--- src/rtl/prm_pkg.sv ---
// Shared width codes for the partial register write merger.
// Assumes a 3-bit width selector; codes 5..7 are undefined and rejected.
package prm_pkg;
    typedef enum logic [2:0] {
        WSEL_LO8 = 3'd0,
        WSEL_HI8 = 3'd1,
        WSEL_W16 = 3'd2,
        WSEL_W32 = 3'd3,
        WSEL_W64 = 3'd4
    } wsel_e;
endpackage

--- src/rtl/prm_write_merge.sv ---
// Combinational merge of a write request into the old register value.
// Produces the new full-width value, legality, and the effect on the merge flag.
// Assumes DATA_W >= 32 and right-aligned write data.
module prm_write_merge #(
    parameter int DATA_W         = 64,
    parameter int IDX_W          = 4,
    parameter int HIGH_VIEW_REGS = 4
) (
    input  logic [IDX_W-1:0]  idx,
    input  logic [2:0]        wsel,
    input  logic [DATA_W-1:0] old_val,
    input  logic [DATA_W-1:0] wdata,
    output logic [DATA_W-1:0] new_val,
    output logic              legal,
    output logic              set_flag,
    output logic              clr_flag
);
    import prm_pkg::*;

    localparam logic [IDX_W-1:0] HV_LIMIT = IDX_W'(HIGH_VIEW_REGS);
    localparam int UPPER_W = DATA_W - 32;

    // Select the merged value and flag effect for the requested view.
    always_comb begin
        new_val  = old_val;
        legal    = 1'b1;
        set_flag = 1'b0;
        clr_flag = 1'b0;
        case (wsel)
            WSEL_LO8: new_val = {old_val[DATA_W-1:8], wdata[7:0]};
            WSEL_HI8: begin
                if (idx < HV_LIMIT) begin
                    new_val  = {old_val[DATA_W-1:16], wdata[7:0], old_val[7:0]};
                    set_flag = 1'b1;
                end else begin
                    legal = 1'b0;
                end
            end
            WSEL_W16: new_val = {old_val[DATA_W-1:16], wdata[15:0]};
            WSEL_W32: begin
                new_val  = {{UPPER_W{1'b0}}, wdata[31:0]};
                clr_flag = 1'b1;
            end
            WSEL_W64: begin
                new_val  = wdata;
                clr_flag = 1'b1;
            end
            default: legal = 1'b0;
        endcase
    end
endmodule

--- src/rtl/prm_regfile.sv ---
// Register storage with one merge flag per register.
// A write wins over a merge clear; a flag-neutral write still honours a merge clear.
module prm_regfile #(
    parameter int NUM_REGS = 16,
    parameter int DATA_W   = 64,
    localparam int IDX_W   = $clog2(NUM_REGS)
) (
    input  logic                             clk,
    input  logic                             rst_n,
    input  logic                             we,
    input  logic [IDX_W-1:0]                 widx,
    input  logic [DATA_W-1:0]                wval,
    input  logic                             set_flag,
    input  logic                             clr_flag,
    input  logic [NUM_REGS-1:0]              merge_clr,
    output logic [NUM_REGS-1:0][DATA_W-1:0]  regs_q,
    output logic [NUM_REGS-1:0]              flags_q
);
    for (genvar gi = 0; gi < NUM_REGS; gi++) begin : g_reg
        // Update one register and its merge flag.
        always_ff @(posedge clk) begin
            if (!rst_n) begin
                regs_q[gi]  <= '0;
                flags_q[gi] <= 1'b0;
            end else if (we && widx == IDX_W'(gi)) begin
                regs_q[gi] <= wval;
                if (set_flag)          flags_q[gi] <= 1'b1;
                else if (clr_flag)     flags_q[gi] <= 1'b0;
                else if (merge_clr[gi]) flags_q[gi] <= 1'b0;
            end else if (merge_clr[gi]) begin
                flags_q[gi] <= 1'b0;
            end
        end
    end


    w32_upper_zero_chk: assert property (@(posedge clk) disable iff (!rst_n)
        (we && clr_flag && wval[DATA_W-1:32] == '0) |=> (regs_q[$past(widx)][DATA_W-1:32] == '0));


    hi8_keeps_upper_chk: assert property (@(posedge clk) disable iff (!rst_n)
        (we && set_flag) |=> (regs_q[$past(widx)][DATA_W-1:16] == $past(regs_q[widx][DATA_W-1:16])
                              && flags_q[$past(widx)]));


    full_write_clears_flag_chk: assert property (@(posedge clk) disable iff (!rst_n)
        (we && clr_flag) |=> !flags_q[$past(widx)]);
endmodule

--- src/rtl/prm_read_port.sv ---
// One full-width read port. An unflagged read answers on the next cycle.
// A flagged read spends one merge cycle, clears the flag, then answers.
// Assumes the top stops accepting reads while any port is merging.
module prm_read_port #(
    parameter int NUM_REGS = 16,
    parameter int DATA_W   = 64,
    localparam int IDX_W   = $clog2(NUM_REGS)
) (
    input  logic                             clk,
    input  logic                             rst_n,
    input  logic                             rd_en,
    input  logic [IDX_W-1:0]                 rd_idx,
    input  logic                             accept,
    input  logic [NUM_REGS-1:0][DATA_W-1:0]  regs_q,
    input  logic [NUM_REGS-1:0]              flags_q,
    output logic                             rd_valid,
    output logic [DATA_W-1:0]                rd_data,
    output logic                             merging,
    output logic [NUM_REGS-1:0]              clr_mask
);
    logic             issue;
    logic [IDX_W-1:0] midx_q;

    assign issue = rd_en && accept;

    // Track a pending merge and register the read result.
    always_ff @(posedge clk) begin
        if (!rst_n) begin
            merging  <= 1'b0;
            midx_q   <= '0;
            rd_valid <= 1'b0;
            rd_data  <= '0;
        end else begin
            merging <= issue && flags_q[rd_idx];
            if (issue) midx_q <= rd_idx;
            if (issue && !flags_q[rd_idx]) begin
                rd_valid <= 1'b1;
                rd_data  <= regs_q[rd_idx];
            end else if (merging) begin
                rd_valid <= 1'b1;
                rd_data  <= regs_q[midx_q];
            end else begin
                rd_valid <= 1'b0;
            end
        end
    end

    // Clear the flag of the register being merged.
    always_comb begin
        clr_mask = '0;
        if (merging) clr_mask[midx_q] = 1'b1;
    end


    merge_then_data_chk: assert property (@(posedge clk) disable iff (!rst_n)
        merging |=> (rd_valid && !merging));
endmodule

--- src/rtl/partial_reg_merger.sv ---
// Top: architectural register file with byte, high-byte, 16/32/64-bit write views,
// two read ports, and a one-cycle merge step after a high-byte write.
// Assumes a single writer and that requesters re-issue any read dropped during a merge.
module partial_reg_merger #(
    parameter int NUM_REGS       = 16,
    parameter int DATA_W         = 64,
    parameter int HIGH_VIEW_REGS = 4,
    localparam int IDX_W         = $clog2(NUM_REGS),
    localparam int NUM_RD        = 2
) (
    input  logic              clk,
    input  logic              rst_n,
    input  logic              wr_en,
    input  logic [IDX_W-1:0]  wr_idx,
    input  logic [2:0]        wr_width,
    input  logic [DATA_W-1:0] wr_data,
    output logic              wr_illegal,
    input  logic              rd0_en,
    input  logic [IDX_W-1:0]  rd0_idx,
    output logic              rd0_valid,
    output logic [DATA_W-1:0] rd0_data,
    input  logic              rd1_en,
    input  logic [IDX_W-1:0]  rd1_idx,
    output logic              rd1_valid,
    output logic [DATA_W-1:0] rd1_data,
    output logic              merge_req
);
    logic [NUM_REGS-1:0][DATA_W-1:0] regs_q;
    logic [NUM_REGS-1:0]             flags_q;
    logic [DATA_W-1:0]               merged;
    logic                            wr_legal, set_flag, clr_flag;
    logic [NUM_REGS-1:0]             merge_clr;

    logic [NUM_RD-1:0]               p_en, p_valid, p_merging;
    logic [NUM_RD-1:0][IDX_W-1:0]    p_idx;
    logic [NUM_RD-1:0][DATA_W-1:0]   p_data;
    logic [NUM_RD-1:0][NUM_REGS-1:0] p_clr;

    assign p_en   = {rd1_en, rd0_en};
    assign p_idx  = {rd1_idx, rd0_idx};
    assign rd0_valid = p_valid[0];
    assign rd1_valid = p_valid[1];
    assign rd0_data  = p_data[0];
    assign rd1_data  = p_data[1];
    assign merge_req = |p_merging;

    prm_write_merge #(
        .DATA_W(DATA_W), .IDX_W(IDX_W), .HIGH_VIEW_REGS(HIGH_VIEW_REGS)
    ) i_merge (
        .idx(wr_idx), .wsel(wr_width), .old_val(regs_q[wr_idx]), .wdata(wr_data),
        .new_val(merged), .legal(wr_legal), .set_flag(set_flag), .clr_flag(clr_flag)
    );

    prm_regfile #(.NUM_REGS(NUM_REGS), .DATA_W(DATA_W)) i_rf (
        .clk(clk), .rst_n(rst_n), .we(wr_en && wr_legal), .widx(wr_idx), .wval(merged),
        .set_flag(set_flag), .clr_flag(clr_flag), .merge_clr(merge_clr),
        .regs_q(regs_q), .flags_q(flags_q)
    );

    for (genvar gp = 0; gp < NUM_RD; gp++) begin : g_port
        prm_read_port #(.NUM_REGS(NUM_REGS), .DATA_W(DATA_W)) i_port (
            .clk(clk), .rst_n(rst_n), .rd_en(p_en[gp]), .rd_idx(p_idx[gp]),
            .accept(!merge_req), .regs_q(regs_q), .flags_q(flags_q),
            .rd_valid(p_valid[gp]), .rd_data(p_data[gp]),
            .merging(p_merging[gp]), .clr_mask(p_clr[gp])
        );
    end

    // Combine the flag-clear masks of all ports.
    always_comb begin
        merge_clr = '0;
        for (int k = 0; k < NUM_RD; k++) merge_clr |= p_clr[k];
    end

    // Flag a rejected write for one cycle.
    always_ff @(posedge clk) begin
        if (!rst_n) wr_illegal <= 1'b0;
        else        wr_illegal <= wr_en && !wr_legal;
    end


    illegal_no_change_chk: assert property (@(posedge clk) disable iff (!rst_n)
        (wr_en && !wr_legal) |=> (wr_illegal && regs_q[$past(wr_idx)] == $past(regs_q[wr_idx])));


    merge_single_cycle_chk: assert property (@(posedge clk) disable iff (!rst_n)
        merge_req |=> !merge_req);


    shared_merge_chk: assert property (@(posedge clk) disable iff (!rst_n)
        (p_merging == 2'b11) |=> (rd0_valid && rd1_valid));
endmodule

--- config.mk ---
export PLATFORM = sky130hd
export DESIGN_NAME = partial_reg_merger
export DESIGN_NICKNAME = d
export VERILOG_FILES = /design/src/rtl/prm_pkg.sv /design/src/rtl/prm_write_merge.sv /design/src/rtl/prm_regfile.sv /design/src/rtl/prm_read_port.sv /design/src/rtl/partial_reg_merger.sv
export SDC_FILE = /design/constraint.sdc
export NUM_CORES = 2
export LEC_CHECK = 0
export BUFFER_PORTS_ARGS = -buffer_cell sky130_fd_sc_hd__buf_2
export CAP_MARGIN = 20
export CELL_PAD_IN_SITES_DETAIL_PLACEMENT = 0
export CELL_PAD_IN_SITES_GLOBAL_PLACEMENT = 1
export CORE_ASPECT_RATIO = 0.9
export CORE_UTILIZATION = 40
export DETAILED_ROUTE_END_ITERATION = 10
export PLACE_DENSITY_LB_ADDON = 0.15
export SYNTH_ARGS = -nofsm -noshare
export SYNTH_HDL_FRONTEND = slang
export SYNTH_SLANG_ARGS = --single-unit
--- constraint.sdc ---
create_clock -name clk -period 2.1 [get_ports clk]
set_input_delay 0.21 -clock clk [delete_from_list [all_inputs] [get_ports clk]]
set_output_delay 0.21 -clock clk [all_outputs]
set_load 0.03 [all_outputs]
======== After elaboration in Yosys (flattened, before gate mapping) ========
Cells that the tools add are included.
operators by class
  muxes and demuxes ....................... 98
  order comparisons ....................... 8
  reduce and logical (&&, ||, !) cells .... 37
  equal/unequal tests ..................... 19
  bitwise gates (word level) .............. 1
operators with widths
  operator            count
  $bmux 64 s4         5
  $mux 64             9
  $pmux 64 s5         1
  $mux 1              75
  $mux 16             3
  $eq 4x4->1 const B  8
  $logic_and 1x1->1   26
  $lt 4x5->1 const B  5
  $eq 4x3->1 const B  4
  $or 16x16->16       1
  $bmux 1 s4          2
  $demux 1 s4         2
  $eq 4x2->1 const B  2
  $ge 4x1->1 const B  2
  $eq 3x2->1 const B  2
  $eq 4x1->1 const B  1
  $logic_not 1->1     4
  $logic_not 4->1     1
  $lt 4x3->1 const B  1
  $reduce_bool 2->1   2
  $reduce_or 2->1     2
  $reduce_or 4->1     1
  $eq 3x1->1 const B  1
  $eq 3x3->1 const B  1
  2 further kinds     2
word-level totals
  bits in registers ....................... 1181
  word-level logic and storage cells ...... 204
  output and inout bits ................... 132

======== Logic depth before layout (Yosys ltp) ========
  depth after elaboration ................. 10
  gate-level depth with buffers ........... 10

======== Hierarchy ========
A second synthesis with hierarchy kept.
second synthesis, totals
  cells, all modules ...................... 7439
  area total of the unflattened synthesis .. 83601.4 sq um
modules (own cells, without submodules)
  module              area an instance (sq um)  cells each  times used
  prm_read_port       18769.3                   1593        2
  prm_regfile         37292.0                   3534        1
  partial_reg_merger  7586.0                    557         1
  prm_write_merge     1184.9                    162         1

======== Worst setup path before layout ========
Ideal clock, no wire load.
  kind .................................... register to register
  start point ............................. register g_port[1].i_port.midx_q[0]
  end point ............................... register g_port[1].i_port.rd_data[62]
  path slack .............................. -258 ps
  cell stages (with the launch flop) ...... 8
  required time ........................... 1978 ps
  arrival ................................. 2236 ps
  clock period less this slack ............ 2358 ps
  cell sequence ........................... dfxtp_1 > clkbuf_1 > buf_1 > buf_2 > mux4_2 > a22oi_1 > a21oi_1 > a221o_1
between the ends
  cells in the longest elaborated chain, start to end .. 4
RTL lines
  item                           line                 source
  start: declaration             prm_read_port.sv:22  logic [IDX_W-1:0] midx_q;
  start signal: assignment       prm_read_port.sv:35  if (issue) midx_q <= rd_idx;
  $bmux 64 s4                    prm_read_port.sv:41  rd_data <= regs_q[midx_q];
  $mux 64 (implied by the code)  prm_read_port.sv:41
  $mux 64                        prm_read_port.sv:39  end else if (merging) begin
  $mux 64                        prm_read_port.sv:36  if (issue && !flags_q[rd_idx]) begin
  end signal: assignment         prm_read_port.sv:38  rd_data <= regs_q[rd_idx];
  end signal: assignment         prm_read_port.sv:41
  end: declaration               prm_read_port.sv:17  output logic [DATA_W-1:0] rd_data,
Every way passes these cells. The select of a mux whose other input is x is not followed.
A chain may end at the register's enable or synchronous reset.

======== Worst setup path in the final report ========
  start point ............................. register i_rf.flags_q[2]
  end point ............................... register g_port[1].i_port.rd_data[53]
between the ends
  cells in the longest elaborated chain, start to end .. 5
  elaborated cells between the ends (all ways) .. 6
  those cells by class .................... mux (3); reduce/logical (3)
RTL lines
  item                                          line                 source
  start: declaration                            prm_regfile.sv:17    output logic [NUM_REGS-1:0] flags_q
  start signal: indexed assignment              prm_regfile.sv:24    flags_q[gi] <= 1'b0;
  start signal: indexed assignment              prm_regfile.sv:27    if (set_flag) flags_q[gi] <= 1'b1;
  start signal: indexed assignment              prm_regfile.sv:28    else if (clr_flag) flags_q[gi] <= 1'b0;
  $bmux 1 s4 *                                  prm_read_port.sv:36
  $mux 1 (implied by the code) *                prm_read_port.sv:36
  $logic_not 1->1 *                             prm_read_port.sv:36
  $logic_and 1x1->1 *                           prm_read_port.sv:36
  $mux 64 or $reduce_bool 2->1 (tied branches)  n/a
Mark *: on every way between the ends. The rest lies on a longest branch, timed or not. The select of a mux whose other input is x is not followed.

==> flow_summary.toml <==
[synthesis]
yosysMostFrequentCell = "mux4_2"
seq_area_frac_synth_pct = 30.5
yosysTopAreaCellShare_pct = 37.3
avgSynthCellArea_um2 = 10.9
ys.flop_type = "dfxtp_1"
synth_edf_count = 0
synthesis.area_um2 = 77600
syn_inst = 7094
synth_cell_types = 57
synth_common_cells = "1,284 x mux4_2, 1,181 x dfxtp_1, 1,156 x a21oi_1, 715 x o21ai_0, 597 x nand2_1"
yosysTopAreaCell = "mux4_2"
syn_nets = 7178
ys_warn_count = 0
yosys-top-cells-area = "mux4_2 37%, dfxtp_1 30%, a21oi_1 7.5%"
ys_seq_elements = 1181
ys_async_sr_fraction_pct = 0

[power]
clockPowerShare_pct = 43.0
power_switching_mw = 17.8
total_power_mw = 60.4
sequentialPowerShare_pct = 38.7
ir_drop_mv = 0.851
switching_share_pct = 29.5
p_per_area_nw_per_um2 = 615
intPower_mw = 42.6
cellLeakagePower_nw = 33.9
pwr-share-comb_pct = 18.3

[routing]
routedWlPerCell_um = 35.8
post_drt_via_cell_ratio = 7.10
num_vias = 73030
drtAntennaViolNets = 0
drc_errors = 0
routed_wirelength_um = 369000
first_iter_violations = 10394
first_pass_iters = 9

[timing]
hold_slack_ns = 0.0486
hold_viol_final = 0
fmax_mhz = 424
rsz0062_at_grt = "true"
fin_crit_ns = 2.36
finalWorstSetupSlack_ns = -0.256
worstMarginPinSlew_ns = 0.882
fin_skew_ns = 0.0282
maxSlewViolCount = 0
slew_headroom_pct = 41.2
setup_viol = 128
period_share_pct = 112

[worst_setup_path]
critPathBufInv = 1
slowest_stage = "o311a_4"
cpPeakStageDelay_ns = 0.55
r2r-end = "g_port[1].i_port.rd_data[53]$_SDFFE_PN0P_"
critical_path.cell_chain = "mux2_4 -> nor3b_4 -> nor4_4 -> o311a_4 -> buf_12 -> a221o_1"
cp-start-kind = "flop"
crit_type = "flop to flop"
crit_arrival_ns = 3.05
r2r_setup_slack_ns = -0.26
path_delay_family = "compound AO/OA/AOI/OAI gates"
end_kind = "flop"
crit_required_ns = 2.79
path_max_fanout = 15
worstRegToRegCells = 6
r2r_start = "i_rf.flags_q[2]$_SDFF_PN0_"

[global_routing]
grt_pass1_vias = 69390
grtUsageMet2_pct = 53.1
met1_usage_pct = 48.5
antenna_found_initial = 11
grt_pass1_wl_um = 511000
top_usage_layer = "met2"
track_usage_pct = 36.2
grtUsageMet3_pct = 11.4
overflow = 0
grt_start_max_net_pins = 120

[placed_design]
io_buffers = 215
dpl.hpwl_um = 232000
dp_cells = 9867
pre_cts_ws_ns = -0.300
routabilityCongestion = 0.918

[run]
maxCapViolCount = 0

[clock_network]
clock-root-buffer = "clkbuf_16"
path_clk_slew_ns = 0.06
cts.sinks = 1181
insertion_delay_ns = 0.81
cts_buffers = 142
cts_tree = "yes"
cts.htree.levels = 4
ctsLongestPathBuffers = 3

[floorplanning]
fp.dieH_um = 420
core_area_um2 = 192000
row_count = 152
start_util_pct = 40.5
ios = 216
die_area_um2 = 196000
fp.dieW_um = 466

[layout]
final_layout_size_suffix_gt1_share_pct = 39.6
final_nets = 7714
area_growth_pct = 26.6
fin_cells = 10287

[status]
status = "complete, but fails checks"
violations = "setup timing"

[hold_path]
min_to = "g_port[1].i_port.midx_q[0]$_SDFFE_PN0P_"
hold_start = "rd1_idx[0]"
hp-class = "primary input to flop"
whs_path_depth = 4
-- worst max path at each step --
stage | start | cells after the start | end | slack [ns]
global placement | wr_idx[0] | 8 | i_rf.regs_q[9]$_SDFFE_PN0P_ | -0.29
detailed placement | wr_idx[0] | 8 | i_rf.regs_q[9]$_SDFFE_PN0P_ | -0.30
CTS | i_rf.flags_q[14]$_SDFF_PN0_ | 6 | g_port[0].i_port.rd_data[48]$_SDFFE_PN0P_ | -0.11
finish | i_rf.flags_q[2]$_SDFF_PN0_ | 6 | g_port[1].i_port.rd_data[53]$_SDFFE_PN0P_ | -0.26
floorplan | rd0_idx[0] | 7 | g_port[0].i_port.rd_data[10]$_SDFFE_PN0P_ | -0.06
global route | i_rf.flags_q[0]$_SDFF_PN0_ | 6 | g_port[1].i_port.rd_data[52]$_SDFFE_PN0P_ | -0.22
-- cells by family (layout without fill, tap and decap cells) --
kind of cell / after synthesis / in the layout / share of synthesized area [%]
DFF: 1181 / 1181 / 30.5
other: 0 / 7 / 0
and+or+nand+nor: 912 / 912 / 4.94
AOI/OAI and AO/OA: 2612 / 2613 / 19.6
muxes: 1513 / 1513 / 40.3
buffers and inverters: 876 / 1520 / 4.77
-- per-layer routing --
metal  routed length, um  part of all wire, %
met1              140000                   38
met2              159000                   43
met3               50200                   14
met4               18600                  5.0
met5                 244                0.066
-- state kept, by name, summed over array words and instances, names as in the netlist --
name / count
i_rf.regs_q: 1024
g_port.i_port.rd_data: 128
i_rf.flags_q: 16
g_port.i_port.midx_q: 8
g_port.i_port.merging: 2
g_port.i_port.rd_valid: 2
wr_illegal: 1
-- stage by stage --
stage / util, % / instance area [um^2] / setup TNS (ns)
after floorplan: - / 77800 / -1.45
after global placement: 46.9 / 89800 / -131.94
after detailed placement: 46.9 / 89800 / -147.07
after CTS: 50.3 / 96400 / -5.58
after global routing: 51.2 / 98200 / -17.26
final: 51.2 / 98200 / -16.11
-- worst reg2reg max path, cell delays in order, from the launching register on --
cell	delay (ns)
dfxtp_2	0.34
mux2_4	0.28
nor3b_4	0.28
nor4_4	0.14
o311a_4	0.55
buf_12	0.24
a221o_1	0.43
-- power groups by stage --
stage / clock network (mW) / registers [mW] / logic (mW)
2_1_floorplan: 0 / 23.8 / 4.91
3_3_place_gp: 0 / 23.8 / 9.60
3_5_place_dp: 0 / 23.9 / 9.66
4_1_cts: 26.2 / 23.3 / 10.2
5_1_grt: 27.1 / 23.4 / 11.3
6_report: 26.0 / 23.4 / 11.1
-- cells in the final DEF (no fill, tap or decap), types with 17 or more instances in the layout --
master,netlist,layout
clkbuf_16,0,170
o21ai_0,715,715
a21oi_1,1156,1135
buf_12,0,369
buf_4,22,538
buf_16,0,36
mux4_2,1284,1284
nor2b_1,36,30
nand3_1,94,90
a221o_1,128,128
clkbuf_1,530,24
buf_6,12,26
a22oi_1,256,122
a21oi_2,33,51
o22ai_1,190,190
nor2_1,127,113
mux2i_1,216,215
nand2_1,597,585
clkbuf_8,0,27
buf_8,0,17
dlygate4sd3_1,0,47
a31o_2,32,32
a211oi_1,61,61
clkinv_2,0,28
a22oi_2,0,134
dfxtp_1,1181,1169
buf_2,190,203
-- repair_timing --
action	in CTS	in global routing
setup buffers	42	32
pin swaps	77	113
endpoints found under the setup margin	129	186
cloned	16	29
gates resized for setup	118	179
hold endpoints to repair	566	2
hold buffers	46	1
-- cell type report --
cell class / instances / area (um^2)
fill: 16695 / 93500
tap: 2541 / 3180
clock inverter: 57 / 666
timing repair buffer: 1261 / 15100
sequential: 1181 / 23700
antenna: 7 / 17.5
inverter: 6 / 30.0
multi-input combinational: 5038 / 51500
clock buffer: 196 / 4090
Power figures use the tool's default switching activity.
